### src/rtl/cpbus_pkg.sv
package cpbus_pkg;
   typedef enum logic [1:0] {
      CP_IDLE  = 2'd0,
      CP_WAIT  = 2'd1,
      CP_READY = 2'd2
   } cp_state_e;
endpackage

### src/rtl/cpbus_fsm.sv
module cpbus_fsm
   import cpbus_pkg::*;
#(
   parameter int ADDR_W = 2
) (
   input  logic              clk,
   input  logic              rst_n,
   input  logic              strobe_n,
   input  logic              sel_n,
   input  logic              write,
   input  logic              host_rdy_n,
   input  logic [ADDR_W-1:0] addr,
   output logic [ADDR_W-1:0] cyc_addr,
   output logic              commit,
   output logic              drive_oe,
   output logic              ready_n
);
   cp_state_e         state_q, state_d;
   logic              cyc_wr_q;
   logic [ADDR_W-1:0] cyc_addr_q;
   logic              start;

   assign start = !strobe_n && !sel_n;

   always_comb begin
      state_d = state_q;
      unique case (state_q)
         CP_IDLE:  if (start) state_d = write ? CP_READY : CP_WAIT;
         CP_WAIT:  state_d = CP_READY;
         CP_READY: if (!host_rdy_n) state_d = CP_IDLE;
         default:  state_d = CP_IDLE;
      endcase
   end

   always_ff @(posedge clk or negedge rst_n) begin
      if (!rst_n) begin
         state_q    <= CP_IDLE;
         cyc_wr_q   <= 1'b0;
         cyc_addr_q <= '0;
      end else begin
         state_q <= state_d;
         if (state_q == CP_IDLE && start) begin
            cyc_wr_q   <= write;
            cyc_addr_q <= addr;
         end
      end
   end

   assign cyc_addr = cyc_addr_q;
   assign ready_n  = (state_q != CP_READY);
   assign drive_oe = (state_q != CP_IDLE) && !cyc_wr_q;
   assign commit   = (state_q == CP_READY) && cyc_wr_q && !host_rdy_n;
endmodule

### src/rtl/cpbus_regbank.sv
module cpbus_regbank #(
   parameter int DATA_W = 16,
   parameter int ADDR_W = 2
) (
   input  logic              clk,
   input  logic              rst_n,
   input  logic              wr_en,
   input  logic [ADDR_W-1:0] sel,
   input  logic [DATA_W-1:0] wr_data,
   output logic [DATA_W-1:0] rd_data
);
   localparam int DEPTH = 1 << ADDR_W;

   logic [DEPTH-1:0][DATA_W-1:0] words;

   for (genvar g = 0; g < DEPTH; g++) begin : g_word
      logic [DATA_W-1:0] q;
      always_ff @(posedge clk or negedge rst_n) begin
         if (!rst_n)                               q <= '0;
         else if (wr_en && sel == ADDR_W'(g))      q <= wr_data;
      end
      assign words[g] = q;
   end

   assign rd_data = words[sel];
endmodule

### src/rtl/cpbus_slave.sv
module cpbus_slave #(
   parameter int DATA_W = 16,
   parameter int ADDR_W = 2
) (
   input  logic              clk,
   input  logic              rst_n,
   input  logic              strobe_n,
   input  logic              sel_n,
   input  logic              write,
   input  logic              host_rdy_n,
   input  logic [ADDR_W-1:0] addr,
   input  logic [DATA_W-1:0] wdata,
   output logic [DATA_W-1:0] rdata,
   output logic              rdata_oe,
   output logic              ready_n
);
   if (DATA_W < 8 || DATA_W % 8 != 0) begin : g_bad_width
      $error("cpbus_slave: DATA_W must be a whole number of bytes");
   end
   if (ADDR_W < 1 || ADDR_W > 6) begin : g_bad_addr
      $error("cpbus_slave: ADDR_W must lie in 1..6");
   end

   logic [ADDR_W-1:0] cyc_addr;
   logic              commit;
   logic              drive_oe;
   logic [DATA_W-1:0] word;

   cpbus_fsm #(.ADDR_W(ADDR_W)) u_fsm (
      .clk       (clk),
      .rst_n     (rst_n),
      .strobe_n  (strobe_n),
      .sel_n     (sel_n),
      .write     (write),
      .host_rdy_n(host_rdy_n),
      .addr      (addr),
      .cyc_addr  (cyc_addr),
      .commit    (commit),
      .drive_oe  (drive_oe),
      .ready_n   (ready_n)
   );

   cpbus_regbank #(.DATA_W(DATA_W), .ADDR_W(ADDR_W)) u_bank (
      .clk    (clk),
      .rst_n  (rst_n),
      .wr_en  (commit),
      .sel    (cyc_addr),
      .wr_data(wdata),
      .rd_data(word)
   );

   assign rdata_oe = drive_oe;
   assign rdata    = drive_oe ? word : '0;
endmodule

### config.mk
export PLATFORM = sky130hd
export DESIGN_NAME = cpbus_slave
export DESIGN_NICKNAME = d
export VERILOG_FILES = /design/src/rtl/cpbus_pkg.sv /design/src/rtl/cpbus_fsm.sv /design/src/rtl/cpbus_regbank.sv /design/src/rtl/cpbus_slave.sv
export SDC_FILE = /design/constraint.sdc
export NUM_CORES = 1
export LEC_CHECK = 0
export ABC_AREA = 1
export ABC_CLOCK_PERIOD_IN_PS = 1300
export BUFFER_PORTS_ARGS = -buffer_cell sky130_fd_sc_hd__buf_2
export CAP_MARGIN = 10
export CORE_MARGIN = 2
export CORE_UTILIZATION = 54
export CTS_BUF_LIST = sky130_fd_sc_hd__clkbuf_4
export DETAILED_ROUTE_END_ITERATION = 8
export GPL_ROUTABILITY_DRIVEN = 1
export PLACE_DENSITY_LB_ADDON = 0.12
export SLEW_MARGIN = 20
export SYNTH_ARGS = -nofsm -noshare
export SYNTH_HDL_FRONTEND = slang
export SYNTH_HIERARCHICAL = 1
export SYNTH_SLANG_ARGS = --single-unit
### constraint.sdc
create_clock -name clk -period 1.3 [get_ports clk]
set_input_delay 0.065 -clock clk [delete_from_list [all_inputs] [get_ports clk]]
set_output_delay 0.065 -clock clk [all_outputs]
set_load 0.005 [all_outputs]
---- Word-level counts from Yosys, hierarchy flattened ----
Index checks and enable logic that the tools add are counted.
Widths: inputs -> output; s select.
word-level totals
  register bits after elaboration ......... 69
  input bits .............................. 24
  output and inout bits ................... 18
  word-level logic and storage cells ...... 40
cells by class
  $lt $le $gt $ge ......................... 1
  equality and inequality tests ........... 8
  muxes and demuxes ....................... 7
  reductions and logical operators ........ 17
operator list
  kind                count
  $bmux 16 s2         1
  $mux 16             2
  $logic_and 1x1->1   9
  $eq 2x2->1 const B  3
  $mux 2              3
  $pmux 2 s3          1
  $eq 2x1->1 const B  2
  $logic_not 1->1     4
  $logic_not 2->1     2
  $ne 2x2->1 const B  2
  $lt 2x3->1 const B  1
  $ne 2x1->1 const B  1
  $reduce_and 2->1    1
  $reduce_bool 2->1   1

---- Depth between registers and ports, before layout ----
  depth after elaboration ................. 4
  gate-level depth with buffers ........... 9
  gate-level depth less buffers ........... 7

---- Hierarchy ----
Netlist, hierarchy kept.
by module, submodules not included
  module         times used  cells each  area each (µm²)  seq. area each (µm²)
  cpbus_regbank  1           434         3,144.3          1,601.5
  cpbus_fsm      1           30          234.0            125.1
  cpbus_slave    1           34          163.9            0.0

---- Least setup slack after synthesis ----
No wires, ideal clock.
  kind .................................... register to register
  start ................................... register u_fsm.state_q[0]
  end ..................................... register u_bank.g_word[1].q[0]
  library setup time ...................... 0.065 ns
  data arrival time ....................... 1.288 ns
  required time ........................... 1.235 ns
  setup slack ............................. -0.053 ns
  stages on the path, launching flop included .. 9
  path buffers ............................ 3
  clock period less this slack ............ 1.353 ns
  path through ............................ dfrtp_1 inv_1 nand3_1 nor2_1 buf_2 buf_2 buf_2 nand3_1 nand2_1
between the ends
  cells in the longest elaborated chain, start to end .. 4
ends and longest elaborated chain
  item                             line                 text
  start, declared                  cpbus_fsm.sv:18      cp_state_e state_q, state_d;
  start signal, assigned           cpbus_fsm.sv:41      state_q <= state_d;
  $eq 2x2->1                       cpbus_fsm.sv:52      assign commit = (state_q == CP_READY) && cyc_wr_q && !host_rdy_n;
  $logic_and 1x1->1 (2 in series)  cpbus_fsm.sv:52
  net commit                       cpbus_slave.sv:25    logic commit;
  $logic_and 1x1->1                cpbus_regbank.sv:20  else if (wr_en && sel == ADDR_W'(g)) q <= wr_data;
  end signal, assigned             cpbus_regbank.sv:20
  end, declared                    cpbus_regbank.sv:17  logic [DATA_W-1:0] q;
The timed path passes the listed nets, and every way through them passes these cells.
A chain may end at the register's enable or synchronous reset.

---- Worst setup path after layout ----
  start ................................... register u_fsm.cyc_addr_q[0], in the netlist u_fsm/cyc_addr[0]
  end ..................................... output rdata[14]
between the ends
  cells in the longest elaborated chain, start to end .. 3
ends and longest elaborated chain
  item                           line                 text
  start, declared                cpbus_fsm.sv:20      logic [ADDR_W-1:0] cyc_addr_q;
  start signal, assigned         cpbus_fsm.sv:44      cyc_addr_q <= addr;
  $bmux 16 s2                    cpbus_regbank.sv:25  assign rd_data = words[sel];
  $mux 16 (not written as such)  cpbus_regbank.sv:25
  net word[14]                   cpbus_slave.sv:27    logic [DATA_W-1:0] word;
  $mux 16                        cpbus_slave.sv:53    assign rdata = drive_oe ? word : '0;
  end, declared                  cpbus_slave.sv:13    output logic [DATA_W-1:0] rdata,
The timed path passes the listed nets, and every way through them passes these cells. The select of a mux whose other input is x is not followed.

==> flow_metrics.tcl <==
set metrics [dict create \
    synth.yosys.seq_area_share_pct 48.75 \
    antenna_diodes 0 \
    htree_num_levels 3 \
    nets 611 \
    finish.instance_area_um2 4871 \
    timing.hold.worst.class "input pin to async pin" \
    ant_nets 0 \
    drcViolationCount 0 \
    cts_root_buffer "sky130_fd_sc_hd__clkbuf_4" \
    synth-warning-count 6 \
    first_global_vias 3075 \
    initial_antenna_violation_count 0 \
    critPathCaptureType "output pin" \
    finalWorstPathRequiredPeriod_ns 1.696 \
    sequential_cell_area_um2 1728 \
    overflow 0 \
    max-slew-margin-rel_pct 68.33 \
    critical-path-slowest-cell "sky130_fd_sc_hd__dfrtp_2" \
    area_used_by_multi_input_combinational_logic_um2 1793 \
    setup_violating_endpoint_count_in_the_final_report 82 \
    drt-vias-per-instance 5.275 \
    post_synth_num_cell_types 17 \
    place_area_um2 4016 \
    power.sequential.fraction_pct 44.3 \
    crit_path_cell_trace "buf_6 -> buf_12 -> nand2_2 -> nand2_1 -> nand2_1 -> nand2_1 -> nand2_2 -> inv_1 -> buf_2" \
    finalWorstSetupSlack_ns -0.3958 \
    synthCells 498 \
    initial_utilization_pct 55.78 \
    worst_endpoint_required_time_ns 1.24 \
    startpoint_type "flop" \
    avgSynthCellArea_um2 7.113 \
    cts_inserted_buffers 9 \
    area_delta_synth_final_pct 37.51 \
    totalWireLength_um 9916 \
    fp.dieArea_um2 7223 \
    chipWidth_um 84.99 \
    routed-via-count 3529 \
    synth_seq_cells 69 \
    cpPeakStageDelay_ns 0.48 \
    timing.final.crit_share_pct 130.4 \
    run_status "finished with violations" \
    criticalPathCategory "flop to output pin" \
    final.setup_skew_ns 0.01371 \
    length_of_the_first_detailed_routing_pass_in_iterations 5 \
    cts_buffer_depth 2 \
    crit_path_frequent_cell "sky130_fd_sc_hd__nand2_1" \
    internal_power_of_the_cells_mw 4.874 \
    fin_hold_ws_ns 0.1704 \
    power.total_mw 7.898 \
    tightestPinTransition_ns 0.4739 \
    track_usage_pct 26.22 \
    critical_path_buf_inv_count 4 \
    cts.sink_count 69 \
    rsz0062_at_grt "true" \
    post-place-ws_ns -0.04046 \
    path_max_fanout 9 \
    drv_cap 0 \
    finalSetupTns_ns -13.99 \
    wl_per_cell_um 14.82 \
    irDropWorstVdd_uv 927.3 \
    ioPinCount 42 \
    syn_std_cell_area_um2 3542 \
    port_buffers 41 \
    netSwitchingPower_mw 3.024 \
    sw_frac_of_total_pct 38.29 \
    core_region_area_um2 6350 \
    highest_clock_frequency_the_design_can_meet_mhz 589.7 \
    cellLeakagePower_nw 2.753 \
    violations "negative setup slack" \
    power-per-cell-area_nw_per_um2 1621 \
    drt-initial-drc-count 262 \
    maxSlewViolCount 0 \
    syn_nets 522 \
    dp_hpwl_um 5807 \
    clk_pin_slew_worst_paths_ns 0.12 \
    insertion_delay_ns 0.41 \
    power.clock.fraction_pct 17.5 \
    drive_gt1_share_pct 31.08 \
    tritoncts "built" \
    filler_cell_count 491 \
    finalHoldViolations 0 \
    grt_max_degree 70 \
    chipHeight_um 84.99 \
    layout.core_utilization_pct 76.71 \
    site_rows 29 \
    gp_routability_congestion 0.8264 \
    pwr-share-comb_pct 38.2 \
    arrival_ns 1.63 \
    post_layout_instance_count_excluding_filler_cells 669 \
    path_delay_family "flip-flops" \
    grt_pass1_wl_um 14970 \
    placedCellCount 620 \
]
-- logic make-up (layout without fill, tap and decap cells) --
group / Yosys count / in the layout / share of synthesized area (%)
AOI/OAI and AO/OA: 16 / 16 / 2.261
buffers and inverters: 64 / 157 / 8.301
DFF: 69 / 69 / 48.75
and+or+nand+nor: 349 / 350 / 40.69
-- per-layer routing --
metal  global-route usage, %  vias to the layer above  share of wire (%)
met5                       0                        -                  0
met4                   9.235                        0                1.9
met3                   3.794                       18                5.7
met2                   39.99                      134                 48
met1                   38.46                     1682                 45
li1                        -                     1695                  -
-- power by group through the flow --
stage | clock, mW | combinational, mW | sequential [mW]
after floorplan | 0 | 1.67 | 3.24
after global routing | 1.51 | 3.34 | 3.59
after CTS | 1.40 | 2.60 | 3.32
after detailed placement | 0 | 2.45 | 3.34
final | 1.38 | 3.02 | 3.50
after global placement | 0 | 2.40 | 3.32
-- sequential cells by signal (all words and copies together), names as in the netlist --
name	flops
u_fsm/cyc_wr_q	1
u_bank/g_word.q	64
u_fsm/state_q	2
u_fsm/cyc_addr	2
-- synthesized netlist by cell type --
cell type / instances / area share, %
sky130_fd_sc_hd__nand2_1: 276 / 29
sky130_fd_sc_hd__buf_2: 18 / 2.5
sky130_fd_sc_hd__nor2_1: 4 / 0.42
sky130_fd_sc_hd__buf_12: 1 / 0.57
sky130_fd_sc_hd__nor2_4: 3 / 0.95
sky130_fd_sc_hd__buf_6: 1 / 0.32
sky130_fd_sc_hd__o21ai_1: 16 / 2.3
sky130_fd_sc_hd__clkbuf_1: 2 / 0.21
sky130_fd_sc_hd__nand2_2: 7 / 1.2
sky130_fd_sc_hd__buf_1: 3 / 0.32
sky130_fd_sc_hd__inv_2: 2 / 0.21
sky130_fd_sc_hd__nand3_2: 3 / 0.85
sky130_fd_sc_hd__nand3_1: 54 / 7.6
sky130_fd_sc_hd__dfrtp_1: 69 / 49
sky130_fd_sc_hd__inv_1: 35 / 3.7
sky130_fd_sc_hd__buf_4: 2 / 0.42
sky130_fd_sc_hd__nor2_2: 2 / 0.35
-- worst reg2reg max path: stages, from the launching register on --
cell	delay, ns
sky130_fd_sc_hd__dfrtp_1	0.42
sky130_fd_sc_hd__buf_6	0.13
sky130_fd_sc_hd__inv_4	0.05
sky130_fd_sc_hd__nand3_4	0.06
sky130_fd_sc_hd__nor2_4	0.15
sky130_fd_sc_hd__buf_12	0.15
sky130_fd_sc_hd__nand3_4	0.13
sky130_fd_sc_hd__buf_8	0.18
sky130_fd_sc_hd__nand2_2	0.06
sky130_fd_sc_hd__nand2_1	0.04
-- cell type report --
type                            count  share of cell area [%]
Multi-Input combinational cell    366                   36.81
Sequential cell                    69                   35.47
Timing Repair Buffer              104                   19.98
Inverter                           37                   3.005
Tap cell                           77                   1.978
Clock buffer                       11                   1.695
Clock inverter                      5                   1.053
-- placed cells by master (no fill, tap or decap) --
| master | Yosys | final |
|---|---|---|
| sky130_fd_sc_hd__inv_4 | 0 | 3 |
| sky130_fd_sc_hd__clkinv_1 | 0 | 2 |
| sky130_fd_sc_hd__nand2_1 | 276 | 210 |
| sky130_fd_sc_hd__nor2_1 | 4 | 2 |
| sky130_fd_sc_hd__nand2_8 | 0 | 2 |
| sky130_fd_sc_hd__clkbuf_16 | 0 | 2 |
| sky130_fd_sc_hd__clkbuf_4 | 0 | 11 |
| sky130_fd_sc_hd__o21ai_1 | 16 | 16 |
| sky130_fd_sc_hd__dlygate4sd3_1 | 0 | 23 |
| sky130_fd_sc_hd__clkinv_4 | 0 | 1 |
| sky130_fd_sc_hd__nand3_4 | 0 | 3 |
| sky130_fd_sc_hd__clkinv_2 | 0 | 1 |
| sky130_fd_sc_hd__buf_12 | 1 | 10 |
| sky130_fd_sc_hd__buf_2 | 18 | 40 |
| sky130_fd_sc_hd__buf_6 | 1 | 10 |
| sky130_fd_sc_hd__nor2_2 | 2 | 1 |
| sky130_fd_sc_hd__nand3_2 | 3 | 1 |
| sky130_fd_sc_hd__inv_1 | 35 | 34 |
| sky130_fd_sc_hd__dfrtp_1 | 69 | 68 |
| sky130_fd_sc_hd__nor2_4 | 3 | 6 |
| sky130_fd_sc_hd__nand3_1 | 54 | 53 |
| sky130_fd_sc_hd__bufinv_16 | 0 | 1 |
| sky130_fd_sc_hd__dfrtp_2 | 0 | 1 |
| sky130_fd_sc_hd__buf_4 | 2 | 14 |
| sky130_fd_sc_hd__buf_8 | 0 | 5 |
| sky130_fd_sc_hd__nand2_2 | 7 | 67 |
| sky130_fd_sc_hd__nand2_4 | 0 | 5 |
-- worst paths after layout --
path / slack, ns / from / cells after the start / end
worst max-delay path: -0.40 / u_fsm/cyc_addr[0] / 9 / rdata[14]
worst min-delay path: 0.17 / rst_n / 3 / u_fsm/state_q[0]
worst max register to register: -0.18 / u_fsm/state_q[0] / 9 / u_bank/g_word[1].q[6]
worst min register to register: 0.49 / u_bank/g_word[0].q[11] / 2 / u_bank/g_word[0].q[11]
max in group asynchronous: 0.81 / rst_n / 3 / u_bank/g_word[1].q[5]
min in group clk: 0.38 / write / 3 / u_fsm/state_q[0]
-- timing repair --
action,4_1_cts,5_1_grt
cloned,0,3
pin swaps,4,36
hold buffers,23,0
setup buffers,3,4
setup endpoints to repair,81,81
hold endpoints to repair,138,0
resized for setup,24,85
Power figures use the tool's default switching activity.
